--- src/rtl/clkctl_pkg.sv ---
package clkctl_pkg;
   typedef enum logic [1:0] {
      SRC_OSC_HALF = 2'd0,
      SRC_PLL      = 2'd1,
      SRC_LIMP     = 2'd2
   } clk_src_t;

   localparam logic [1:0] DIV_CODE_QUARTER = 2'd0;
   localparam logic [1:0] DIV_CODE_HALF    = 2'd2;
   localparam logic [1:0] DIV_CODE_FULL    = 2'd3;

   function automatic logic [2:0] div_value(input logic [1:0] code);
      case (code)
         2'd0:    return 3'd4;
         2'd1,
         2'd2:    return 3'd2;
         default: return 3'd1;
      endcase
   endfunction
endpackage

--- src/rtl/clkctl_regs.sv ---
module clkctl_regs #(
   parameter int MULT_W = 4,
   parameter int DATA_W = 8
) (
   input  logic              clk,
   input  logic              rst_n,
   input  logic              prot_en,
   input  logic              wr_en,
   input  logic              wr_addr,
   input  logic [DATA_W-1:0] wr_data,
   input  logic              clk_missing,
   output logic [MULT_W-1:0] mult_o,
   output logic [1:0]        divsel_o,
   output logic              detoff_o,
   output logic              limp_o,
   output logic              err_o,
   output logic              start_o
);
   import clkctl_pkg::*;

   logic [MULT_W-1:0] mult_q;
   logic [1:0]        divsel_q;
   logic              detoff_q, limp_q, err_q;
   logic              wr_mult, wr_ctrl, mult_diff, mult_ok, div_ok;
   logic [1:0]        new_div;

   assign wr_mult   = wr_en && prot_en && !wr_addr;
   assign wr_ctrl   = wr_en && prot_en &&  wr_addr;
   assign mult_diff = wr_data[MULT_W-1:0] != mult_q;
   assign mult_ok   = (divsel_q == DIV_CODE_QUARTER) && !limp_q;
   assign new_div   = wr_data[1:0];
   assign div_ok    = (new_div != DIV_CODE_FULL) || (divsel_q == DIV_CODE_HALF);
   assign start_o   = wr_mult && mult_diff && mult_ok;

   always_ff @(posedge clk or negedge rst_n) begin
      if (!rst_n) begin
         mult_q   <= '0;
         divsel_q <= DIV_CODE_QUARTER;
         detoff_q <= 1'b0;
         limp_q   <= 1'b0;
         err_q    <= 1'b0;
      end else begin
         if (start_o)
            mult_q <= wr_data[MULT_W-1:0];
         if (wr_ctrl) begin
            detoff_q <= wr_data[2];
            if (div_ok)
               divsel_q <= new_div;
         end
         if ((wr_mult && mult_diff && !mult_ok) || (wr_ctrl && !div_ok))
            err_q <= 1'b1;
         if (clk_missing && !detoff_q)
            limp_q <= 1'b1;
      end
   end

   assign mult_o   = mult_q;
   assign divsel_o = divsel_q;
   assign detoff_o = detoff_q;
   assign limp_o   = limp_q;
   assign err_o    = err_q;

   assert_prot_R2: assert property (@(posedge clk) disable iff (!rst_n)
      !prot_en |=> $stable(mult_q) && $stable(divsel_q) && $stable(detoff_q));
   assert_mult_order_R3: assert property (@(posedge clk) disable iff (!rst_n)
      (divsel_q != DIV_CODE_QUARTER) |=> $stable(mult_q));
   assert_full_order_R5: assert property (@(posedge clk) disable iff (!rst_n)
      (divsel_q == DIV_CODE_FULL) && ($past(divsel_q) != DIV_CODE_FULL)
         |-> $past(divsel_q) == DIV_CODE_HALF);
   assert_limp_sticky_R8: assert property (@(posedge clk) disable iff (!rst_n)
      limp_q |=> limp_q);
   assert_detoff_R9: assert property (@(posedge clk) disable iff (!rst_n)
      (detoff_q && !limp_q) |=> !limp_q);
   assert_limp_freeze_R10: assert property (@(posedge clk) disable iff (!rst_n)
      limp_q |=> $stable(mult_q));
   assert_err_sticky_R11: assert property (@(posedge clk) disable iff (!rst_n)
      err_q |=> err_q);
endmodule

--- src/rtl/clkctl_lock.sv ---
module clkctl_lock #(
   parameter int MULT_W     = 4,
   parameter int LOCK_TICKS = 1024
) (
   input  logic              clk,
   input  logic              rst_n,
   input  logic              start,
   input  logic              osc_tick,
   input  logic [MULT_W-1:0] mult_cfg,
   output logic              done_o,
   output logic [MULT_W-1:0] act_mult_o
);
   localparam int CNT_W = $clog2(LOCK_TICKS + 1);
   localparam logic [CNT_W-1:0] CNT_LOAD = CNT_W'(LOCK_TICKS);

   logic [CNT_W-1:0]  cnt_q;
   logic              done_q;
   logic [MULT_W-1:0] act_q;

   always_ff @(posedge clk or negedge rst_n) begin
      if (!rst_n) begin
         cnt_q  <= '0;
         done_q <= 1'b1;
         act_q  <= '0;
      end else if (start) begin
         cnt_q  <= CNT_LOAD;
         done_q <= 1'b0;
      end else if (!done_q && osc_tick) begin
         if (cnt_q == CNT_W'(1)) begin
            cnt_q  <= '0;
            done_q <= 1'b1;
            act_q  <= mult_cfg;
         end else begin
            cnt_q <= cnt_q - 1'b1;
         end
      end
   end

   assign done_o     = done_q;
   assign act_mult_o = act_q;

   assert_lock_clear_R6: assert property (@(posedge clk) disable iff (!rst_n)
      start |=> !done_q);
   assert_lock_hold_R7: assert property (@(posedge clk) disable iff (!rst_n)
      (done_q && !start) |=> done_q);
   assert_act_stable_R6: assert property (@(posedge clk) disable iff (!rst_n)
      !done_q |=> $stable(act_q) || done_q);
endmodule

--- src/rtl/clkctl_outsel.sv ---
module clkctl_outsel #(
   parameter int MULT_W  = 4,
   parameter bit REG_OUT = 1'b0
) (
   input  logic              clk,
   input  logic              rst_n,
   input  logic              limp,
   input  logic              lock_done,
   input  logic [1:0]        divsel,
   input  logic [MULT_W-1:0] act_mult,
   output logic [1:0]        src_sel_o,
   output logic [MULT_W-1:0] eff_mult_o,
   output logic [2:0]        eff_div_o
);
   import clkctl_pkg::*;

   clk_src_t src_c;

   always_comb begin
      if (limp)            src_c = SRC_LIMP;
      else if (!lock_done) src_c = SRC_OSC_HALF;
      else                 src_c = SRC_PLL;
   end

   generate
      if (REG_OUT) begin : g_reg
         always_ff @(posedge clk or negedge rst_n) begin
            if (!rst_n) begin
               src_sel_o  <= SRC_PLL;
               eff_mult_o <= '0;
               eff_div_o  <= 3'd4;
            end else begin
               src_sel_o  <= src_c;
               eff_mult_o <= act_mult;
               eff_div_o  <= div_value(divsel);
            end
         end
      end else begin : g_comb
         assign src_sel_o  = src_c;
         assign eff_mult_o = act_mult;
         assign eff_div_o  = div_value(divsel);
      end
   endgenerate

   assert_src_legal_R8: assert property (@(posedge clk) disable iff (!rst_n)
      src_sel_o != 2'd3);
   assert_div_legal_R4: assert property (@(posedge clk) disable iff (!rst_n)
      $onehot(eff_div_o));
endmodule

--- src/rtl/clkctl_seq.sv ---
module clkctl_seq #(
   parameter int LOCK_TICKS = 1024,
   parameter int MULT_W     = 4,
   parameter int DATA_W     = 8,
   parameter bit REG_OUT    = 1'b0
) (
   input  logic              clk,
   input  logic              rst_n,
   input  logic              prot_en,
   input  logic              wr_en,
   input  logic              wr_addr,
   input  logic [DATA_W-1:0] wr_data,
   input  logic              rd_addr,
   output logic [DATA_W-1:0] rd_data,
   input  logic              osc_tick,
   input  logic              clk_missing,
   output logic [1:0]        src_sel,
   output logic [MULT_W-1:0] eff_mult,
   output logic [2:0]        eff_div
);
   generate
      if (MULT_W != 4)     begin : g_bad_mult $error("MULT_W must be 4"); end
      if (DATA_W < 6)      begin : g_bad_data $error("DATA_W must be at least 6"); end
      if (LOCK_TICKS < 2)  begin : g_bad_lock $error("LOCK_TICKS must be at least 2"); end
   endgenerate

   logic [MULT_W-1:0] mult_cfg, act_mult;
   logic [1:0]        divsel;
   logic              detoff, limp, err, start, lock_done;

   clkctl_regs #(.MULT_W(MULT_W), .DATA_W(DATA_W)) u_regs (
      .clk(clk), .rst_n(rst_n), .prot_en(prot_en), .wr_en(wr_en),
      .wr_addr(wr_addr), .wr_data(wr_data), .clk_missing(clk_missing),
      .mult_o(mult_cfg), .divsel_o(divsel), .detoff_o(detoff),
      .limp_o(limp), .err_o(err), .start_o(start));

   clkctl_lock #(.MULT_W(MULT_W), .LOCK_TICKS(LOCK_TICKS)) u_lock (
      .clk(clk), .rst_n(rst_n), .start(start), .osc_tick(osc_tick),
      .mult_cfg(mult_cfg), .done_o(lock_done), .act_mult_o(act_mult));

   clkctl_outsel #(.MULT_W(MULT_W), .REG_OUT(REG_OUT)) u_out (
      .clk(clk), .rst_n(rst_n), .limp(limp), .lock_done(lock_done),
      .divsel(divsel), .act_mult(act_mult), .src_sel_o(src_sel),
      .eff_mult_o(eff_mult), .eff_div_o(eff_div));

   always_comb begin
      rd_data = '0;
      if (!rd_addr) begin
         rd_data[MULT_W-1:0] = mult_cfg;
      end else begin
         rd_data[1:0] = divsel;
         rd_data[2]   = detoff;
         rd_data[3]   = lock_done;
         rd_data[4]   = limp;
         rd_data[5]   = err;
      end
   end
endmodule

--- config.mk ---
export PLATFORM = sky130hd
export DESIGN_NAME = clkctl_seq
export DESIGN_NICKNAME = d
export VERILOG_FILES = /design/src/rtl/clkctl_pkg.sv /design/src/rtl/clkctl_regs.sv /design/src/rtl/clkctl_lock.sv /design/src/rtl/clkctl_outsel.sv /design/src/rtl/clkctl_seq.sv
export SDC_FILE = /design/constraint.sdc
export NUM_CORES = 1
export LEC_CHECK = 0
export BUFFER_PORTS_ARGS = -buffer_cell sky130_fd_sc_hd__buf_2
export CORE_MARGIN = 5
export CORE_UTILIZATION = 48
export DETAILED_ROUTE_END_ITERATION = 8
export PLACE_DENSITY = 0.82
export SYNTH_ARGS = -nofsm -noshare
export SYNTH_HDL_FRONTEND = slang
export SYNTH_SLANG_ARGS = --single-unit
--- constraint.sdc ---
create_clock -name clk -period 1.7 [get_ports clk]
set_input_delay 0.085 -clock clk [delete_from_list [all_inputs] [get_ports clk]]
set_output_delay 0.085 -clock clk [all_outputs]
set_load 0.02 [all_outputs]
* Yosys cells after proc, flatten, opt, wreduce, memory -nomap -nowiden *
Index checks and enable logic that the tools add are counted.

storage, ports and cells
  output and inout port bits = 17
  register bits after elaboration = 25

operators by class
  bitwise logic cells = 1
  reductions and logical operators = 25
  muxes and demuxes = 11
  $add $sub $neg = 1
  equal/unequal tests = 5

operators by type and width
  cell                                                 number
  two-way mux 11 bit                                   3
  == test 11 x 1 -> 1 bit (second input constant)      1
  subtractor 11 x 1 -> 11 bit (second input constant)  1
  logical AND 1 bit                                    10
  logical NOT 1 bit                                    6
  one-hot mux 3 bit (2 select lines)                   1
  two-way mux 1 bit                                    4
  two-way mux 2 bit                                    2
  two-way mux 4 bit                                    1
  inequality test 4 bit                                1
  AND reduction 2 bit                                  2
  nonzero test 2 bit                                   2
  AND reduction 3 bit                                  1
  == test 2 x 1 -> 1 bit (second input constant)       1
  == test 2 bit (second input constant)                1
  logical NOT 2 bit                                    1
  logical OR 1 bit                                     2
  inequality test 2 bit (second input constant)        1
  OR reduction 2 bit                                   1
  NOT 1 bit                                            1

* Depth between registers and ports, before layout *
Gate-level depths: netlist of run 1.

  word-level depth = 6
  depth in mapped cells = 7
  mapped depth without buffers = 6

* Hierarchy *
Synthesis of run 1 repeated with hierarchy kept, for this count alone.

second synthesis, totals
  cells, all modules = 133
  area total of the unflattened synthesis = 1,451.4 µm²

modules (own cells, without submodules)
  module         area an instance (µm²)  times used  cells each
  clkctl_lock    858.3                   1           78
  clkctl_regs    430.4                   1           36
  clkctl_outsel  83.8                    1           10
  clkctl_seq     78.8                    1           9

* Least setup slack after synthesis of run 1 *
OpenSTA, ideal clock, no wires.

  kind = reg2reg
  start point = register u_lock.cnt_q[5]
  end point = register u_lock.act_q[0] (netlist: u_lock.act_mult_o[0])
  period minus slack after synthesis = 1.730 ns
  path buffers = 1
  data arrival time = 1.605 ns
  stages on the path, launching flop included = 6
  slack = -0.030 ns
  setup time = 0.125 ns
  path through = dfrtp_1 > nor4_4 > and4_1 > buf_6 > o31a_4 > mux2_4

on the way
  longest elaborated chain between the ends = 2

ends and longest elaborated chain
  element                        RTL line           text
  from (decl)                    clkctl_lock.sv:16  logic [CNT_W-1:0] cnt_q;
  from (signal assigned)         clkctl_lock.sv:34  cnt_q <= cnt_q - 1'b1;
  == test 11 x 1 -> 1 bit        clkctl_lock.sv:29  if (cnt_q == CNT_W'(1)) begin
  AND reduction 3 bit (no line)  -
  to (signal assigned)           clkctl_lock.sv:32  act_q <= mult_cfg;
  to (decl)                      clkctl_lock.sv:18  logic [MULT_W-1:0] act_q;

No other way between the ends.
A chain may end at the register's enable or synchronous reset.

* Worst setup path in the final report of run 1 *
  start point = register u_regs.divsel_q[1] (netlist: u_regs.divsel_o[1])
  end point = register u_regs.mult_q[0] (netlist: u_regs.mult_o[0])

on the way
  longest elaborated chain between the ends = 3

ends and longest elaborated chain
  element                 RTL line           text
  from (decl)             clkctl_regs.sv:22  logic [1:0] divsel_q;
  from (signal assigned)  clkctl_regs.sv:48  divsel_q <= new_div;
  logical NOT 2 bit       clkctl_regs.sv:30  assign mult_ok = (divsel_q == DIV_CODE_QUARTER) && !limp_q;
  logical AND 1 bit       clkctl_regs.sv:30
  logical AND 1 bit       clkctl_regs.sv:33  assign start_o = wr_mult && mult_diff && mult_ok;
  to (signal assigned)    clkctl_regs.sv:44  mult_q <= wr_data[MULT_W-1:0];
  to (decl)               clkctl_regs.sv:21  logic [MULT_W-1:0] mult_q;

No other way between the ends.

==> impl_results.md, run 1 <==
- Synth Area in Compound Gates: under 10%
- Final Cell Area: ~0.0019 mm^2
- GRT overflow: 0
- Main combinational cell family by area after synthesis: simple AND/OR/NAND/NOR gates
- Layout Nets: 199
- Xor and xnor fraction of the mapped netlist area: around 6.2%
- Post-synthesis area per instance: between 10 and 15 um^2
- Power density cells: between 1000 and 1500 mW/mm^2
- # fillers: 218
- Post-Syn Area: between 0.001 and 0.0015 mm^2
- Die Area: just over 0.004 mm^2
- Tmin final: approximately 1.7 ns
- Final setup violating endpoints: 0
- Async S/R FF share, synth: between 90% and 100%
- Reg-to-reg startpoint: u_regs.divsel_o[1]
- # clock sinks: 25
- Tot Pwr: between 2000 and 2500 uW
- Num CTS Buffers: 3
- Post-synthesis sequential area ratio: 44.1%
- Worst-Skew Late Latency: approximately 0.32 ns
- Post-Layout Cell Count: between 200 and 250
- GP Congestion: roughly 0.85
- Multi-input gate area: 815 um^2
- First-pass GRT wire length: about 5100 um
- WS Path Type: flop to flop
- Antenna diodes: 0
- Dpl cells: ~190
- Vias in the first global route: between 1000 and 1500
- Number of core rows: 19
- Flops & latches, synth: 25
- Final Hold Viols: 0
- Warning count from the yosys run: 0
- RSZ-0062 raised after global routing: yes
- Die Wd: 64.4 um
- Synth-to-Final Area Change: 32.2%
- Setup slack, reg-to-reg: between 0.01 and 0.015 ns
- CTS tree: done
- Starting Density: a little over 50%
- Max Fclk: 592 MHz
- Min-Delay Endpoint: u_regs.err_o
- Final Max Slew Viols: 0
- Total number of vias: about 1100
- Main area contributors after synthesis: dfrtp_1 42%, mux2_2 7.1%, xor2_1 5.6%
- Min-Delay Path Depth: 3
- Worst Max-Slew Pin Slew: 0.569 ns
- CTS clock-pin slew for the worst setup and hold paths: ~0.14 ns
- Top-area cell type share of the netlist area: 42.3%
- Vias/cell: around 5.4
- Routed WL: ~3400 um
- Die Y: around 64 um
- Critical Path RT: 1.92 ns
- Post-synth top area cell: dfrtp_1
- Max-cap viol count: 0
- Synth cell count leaders: 24 x dfrtp_1, 9 x mux2_2, 9 x xor2_1
- HP Start: prot_en
- Wire per inst: 16.3 um
- Dominant cell by count in the synthesized netlist: dfrtp_1
- Final HPWL DP: 2300 um
- Deepest level of the CTS H-tree: 1
- Final period util: just under 100%
- PortBufs: 26
- Worst R2R Path Depth: 7
- 1st-iter DRT viols: 45
- Worst rel slew slack: 62.1%
- CTS max path bufs: 2
- Worst R2R End: u_regs.mult_o[0]
- Cells after Synth: about 130
- Ys flop type: dfrtp_1
- Ports: 33
- CP arrival: between 1.5 and 2 ns
- Setup crit start kind: flop
- Simple-Gate Fraction of Synth Area: between 20% and 30%
- Routed Antenna Nets: 0
- Fraction of the mapped netlist area in adder cells: 5.29%
- Multiplexer area fraction after synthesis: 11.4%
- Setup crit end kind: flop
- # DRC: 0
- Worst hold path type: input pin to flop
- Library cells used by synthesis: 38
- Register area: ~630 um^2
- Leak pwr: about 0.00090 uW
- Clock root cell: clkbuf_4
- Worst Clk Skew: 0.00908 ns
- Peak fanout along the critical path: 6
- Post-synth EDFFs: 0
- Status: completed
- Largest net degree at the start of global routing: 26
- GRT Overall Usage: between 10% and 20%
- DRT Pass-1 Iters: 4
- Share of layout cells above drive strength 1: 47.2%
- Max VDD drop: roughly 0.79 mV
- Cell area after placement: roughly 0.0017 mm^2
- Core area: 0.00281 mm^2
- Initial antenna violation count: 0
## metal layers
layer  global-route usage (%)  up-vias  part of all wire [%]
li1                         -      535                     -
met1                     18.4      554                    42
met2                     28.9       30                    54
met3                     4.90        2                   4.5
met4                     1.58        0                  0.24
met5                        0        -                     0
## worst max-delay path: stages (launching register included)
cell,delay (ns)
dfrtp_1,0.41
inv_1,0.08
ha_1,0.14
nor2b_4,0.17
nand3_4,0.10
nor3_4,0.19
buf_6,0.17
mux2_2,0.34
## report_power, final
group | total [uW] | internal (uW) | switching [uW]
registers | 937 | 750 | 186
logic | 854 | 425 | 428
clock network | 271 | 91.8 | 179
## kinds of logic after synthesis
logic type                 after synthesis
buffers and inverters                   12
muxes                                   13
xor gates and xnor gates                10
other                                    1
AOI/OAI and AO/OA                       15
adders and majority gates                6
and+or+nand+nor                         44
DFF                                     25
## flip-flops by register name, summed over array words and instances (netlist names)
| signal | count |
|---|---|
| u_lock.act_mult_o | 4 |
| u_lock.cnt_q | 11 |
| u_regs.detoff_o | 1 |
| u_regs.mult_o | 4 |
| u_lock.done_o | 1 |
| u_regs.divsel_o | 2 |
| u_regs.limp_o | 1 |
| u_regs.err_o | 1 |
## final cells by class
class / count / area share (%)
repair buffers: 50 / 18.3
flip-flops and latches: 25 / 33.4
well taps: 31 / 2.07
inverters: 7 / 1.40
clock buffers: 4 / 1.40
multi-input cells: 90 / 43.4
## layout by cell type (no fill, tap or decap), types with 3 or more instances in the layout
cell type	n
nand2_1	5
ha_1	5
mux2_4	7
clkbuf_4	3
dfrtp_1	24
buf_4	19
nand3_1	6
nor2_1	5
nor2b_1	3
inv_1	5
a21oi_1	4
nor3_1	7
mux2_2	6
buf_2	26
xor2_1	7
## metrics by stage
step	utilization (%)	TNS, ns	worst slack (ns)	hold slack, ns
2_1_floorplan	-	-0.120	-0.0300	-0.211
3_3_place_gp	59.1	0	0.0447	0.0977
3_5_place_dp	59.1	-0.0203	-0.00553	0.111
4_1_cts	61.0	0	0.00577	0.00565
5_1_grt	66.9	-0.524	-0.0691	0.00136
6_report	66.9	0	0.0104	0.0222
## how the worst max path moves through the flow
stage / start / to / slack [ns] / depth (start not counted)
finish: u_regs.divsel_o[1] / u_regs.mult_o[0] / 0.01 / 7
global route: u_regs.mult_o[2] / u_lock.cnt_q[10] / -0.07 / 6
CTS: u_regs.divsel_o[0] / u_lock.act_mult_o[1] / 0.006 / 6
detailed placement: u_regs.divsel_o[0] / u_lock.act_mult_o[1] / -0.006 / 6
global placement: u_regs.divsel_o[0] / u_lock.act_mult_o[1] / 0.04 / 6
floorplan: u_lock.cnt_q[5] / u_lock.act_mult_o[0] / -0.03 / 5
## what timing repair did
item | in CTS | in global routing
hold endpoints to repair | 25 | 0
setup buffers | 0 | 7
cloned | 0 | 1
setup endpoints to repair | 8 | 20
resized for setup | 1 | 21
hold buffers | 2 | 0
pin swaps | 0 | 6
Note: power is estimated with default switching activity, not from simulation.
==> inputs of run 2 (changes only) <==
--- a/config.mk
+++ b/config.mk
@@ -10,6 +10,8 @@
 export CORE_UTILIZATION = 48
 export DETAILED_ROUTE_END_ITERATION = 8
 export PLACE_DENSITY = 0.82
+export RECOVER_POWER = 25
+export SKIP_CTS_REPAIR_TIMING = 1
 export SYNTH_ARGS = -nofsm -noshare
 export SYNTH_HDL_FRONTEND = slang
 export SYNTH_SLANG_ARGS = --single-unit
==> run 2 against run 1 <==
Compared with the run above:
- utilization down 2.3 points
- wire length fell by 8.3%
- setup slack got worse by 0.0026 ns
- hold slack improved by 0.0019 ns
- via count fell by 2.0%
- clock skew decreased by 0.0033 ns
- die area did not move
- register-to-register slack hardly changed
- largest cell class unchanged
- highest routed layer unchanged
==> impl_results.md, run 2 (synthesis results as in run 1) <==
- Largest register FFs: 11
- Net Sw Frac: a little under two fifths
- Dpl cells: 193
- Commonest non-fill, non-tap cells in the layout: 25 x buf_2, 24 x dfrtp_1, 21 x buf_4
- 1st-iter DRT viols: 41
- Max-cap viol count: 0
- Share of layout cells above drive strength 1: 44.0%
- Clock root cell: clkbuf_4
- Clk pwr share: a little over an eighth
- Net switching power: between 700 and 800 uW
- Worst hold path type: input pin to flop
- CTS max path bufs: 2
- Max VDD drop: ~0.82 mV
- Synth-to-Final Area Change: 27.6%
- Sequential power share: between 40% and 50%
- Num CTS Buffers: 3
- Final setup violating endpoints: 0
- Cell area after placement: roughly 0.0017 mm^2
- Number of core rows: 19
- Worst Max-Slew Pin Slew: 1.35 ns
- Critical Path RT: between 1.5 and 2 ns
- Final Cell Area: between 0.0015 and 0.002 mm^2
- # DRC: 0
- Die Wd: 64.4 um
- CP cell instances: inv_1 > ha_1 > nor2b_4 > nand3_4 > nor3_4 > mux2_2
- Internal power: between 1000 and 1500 uW
- CP arrival: approximately 1.9 ns
- Setup WS post-layout: 0.00778 ns
- Layout Nets: 198
- First-pass GRT wire length: ~5100 um
- CTS tree: done
- Vias in the first global route: around 1100
- Slowest cell delay on critical path: about 0.4 ns
- Worst-Skew Late Latency: between 0.3 and 0.4 ns
- RSZ-0062 raised after global routing: yes
- # clock sinks: 25
- GRT overflow: 0
- Leak pwr: 0.000872 uW
- Power density cells: between 1000 and 1500 mW/mm^2
- # fillers: 225
- Slowest stage cell, crit path: dfrtp_1
- Tmin final: around 1.7 ns
- Final Max Slew Viols: 0
- GP Congestion: 0.848
- Routed Antenna Nets: 0
- Multi-input gate area: around 790 um^2
- CTS clock-pin slew for the worst setup and hold paths: 0.13 ns
- Dpl ws: -0.00553 ns
- Vias/cell: approximately 5.3
- Worst Clk Skew: 0.00582 ns
- Total number of vias: ~1100
- Worst hold slack: 0.0241 ns
- Ports: 33
- Initial antenna violation count: 0
- Largest net degree at the start of global routing: 26
- Setup crit end kind: flop
- Leading cell type in the layout, fill and taps excluded: buf_2
- Core area: 0.00281 mm^2
- DRT Pass-1 Iters: 4
- Starting Density: between 50% and 60%
- Antenna diodes: 0
- Final Hold Viols: 0
- Die Y: around 64 um
- PortBufs: 26
- Setup crit start kind: flop
- Comb pwr share: 41.0%
- Final HPWL DP: approximately 2300 um
- Wire per inst: ~15 um
- Routed WL: just over 3000 um
- GRT Overall Usage: around 16%
- Crit path max-delay family: simple AND/OR/NAND/NOR gates
- Status: completed
- Max Fclk: about 600 MHz
- Post-Layout Cell Count: around 210
- Final period util: 99.5%
- Setup_tns: 0 ns
- Largest register by flop count: u_lock.cnt_q
- Peak fanout along the critical path: 5
- CP bufs+invs: 1
- WS Path Type: flop to flop
- Register area: between 600 and 700 um^2
- Deepest level of the CTS H-tree: 1
- Worst rel slew slack: roughly 10%
- Die Area: 0.00415 mm^2
[run 2: power by group through the flow]
stage / clock [uW] / sequential (uW) / combinational, uW
6_report: 264 / 930 / 831
2_1_floorplan: 0 / 901 / 468
3_5_place_dp: 0 / 929 / 743
3_3_place_gp: 0 / 913 / 701
4_1_cts: 282 / 914 / 751
5_1_grt: 307 / 951 / 918
[run 2: path summary, 6_finish.rpt]
| path | start | end | slack, ns | cells past startpoint |
|---|---|---|---|---|
| hold / removal | wr_data[3] | u_regs.mult_o[3] | 0.02 | 2 |
| setup / recovery | u_regs.divsel_o[1] | u_regs.mult_o[0] | 0.008 | 6 |
| max in group asynchronous | rst_n | u_regs.mult_o[3] | 0.33 | 2 |
| min in group asynchronous | rst_n | u_lock.cnt_q[0] | 0.58 | 2 |
| hold reg to reg | u_regs.err_o | u_regs.err_o | 0.49 | 2 |
| setup reg to reg | u_regs.divsel_o[1] | u_regs.mult_o[0] | 0.008 | 6 |
[run 2: cell type report]
| class | instances | area share (%) |
|---|---|---|
| clock buffers | 4 | 1.45 |
| inverters | 7 | 1.45 |
| repair buffers | 49 | 16.9 |
| flip-flops and latches | 25 | 34.6 |
| well taps | 31 | 2.14 |
| multi-input cells | 90 | 43.4 |
[run 2: metrics by stage]
step           total power [uW]  utilization [%]
5_1_grt                    2180             64.6
2_1_floorplan              1370                -
6_report                   2030             64.6
3_5_place_dp               1670             59.1
3_3_place_gp               1610             59.1
4_1_cts                    1950             60.1
[run 2: metal layers]
| metal | global-route usage (%) | routed length (um) | share of wire [%] |
|---|---|---|---|
| met1 | 18.4 | 1300 | 42 |
| met2 | 28.5 | 1620 | 52 |
| met3 | 4.90 | 165 | 5.3 |
| met4 | 1.58 | 8 | 0.26 |
| met5 | 0 | 0 | 0 |
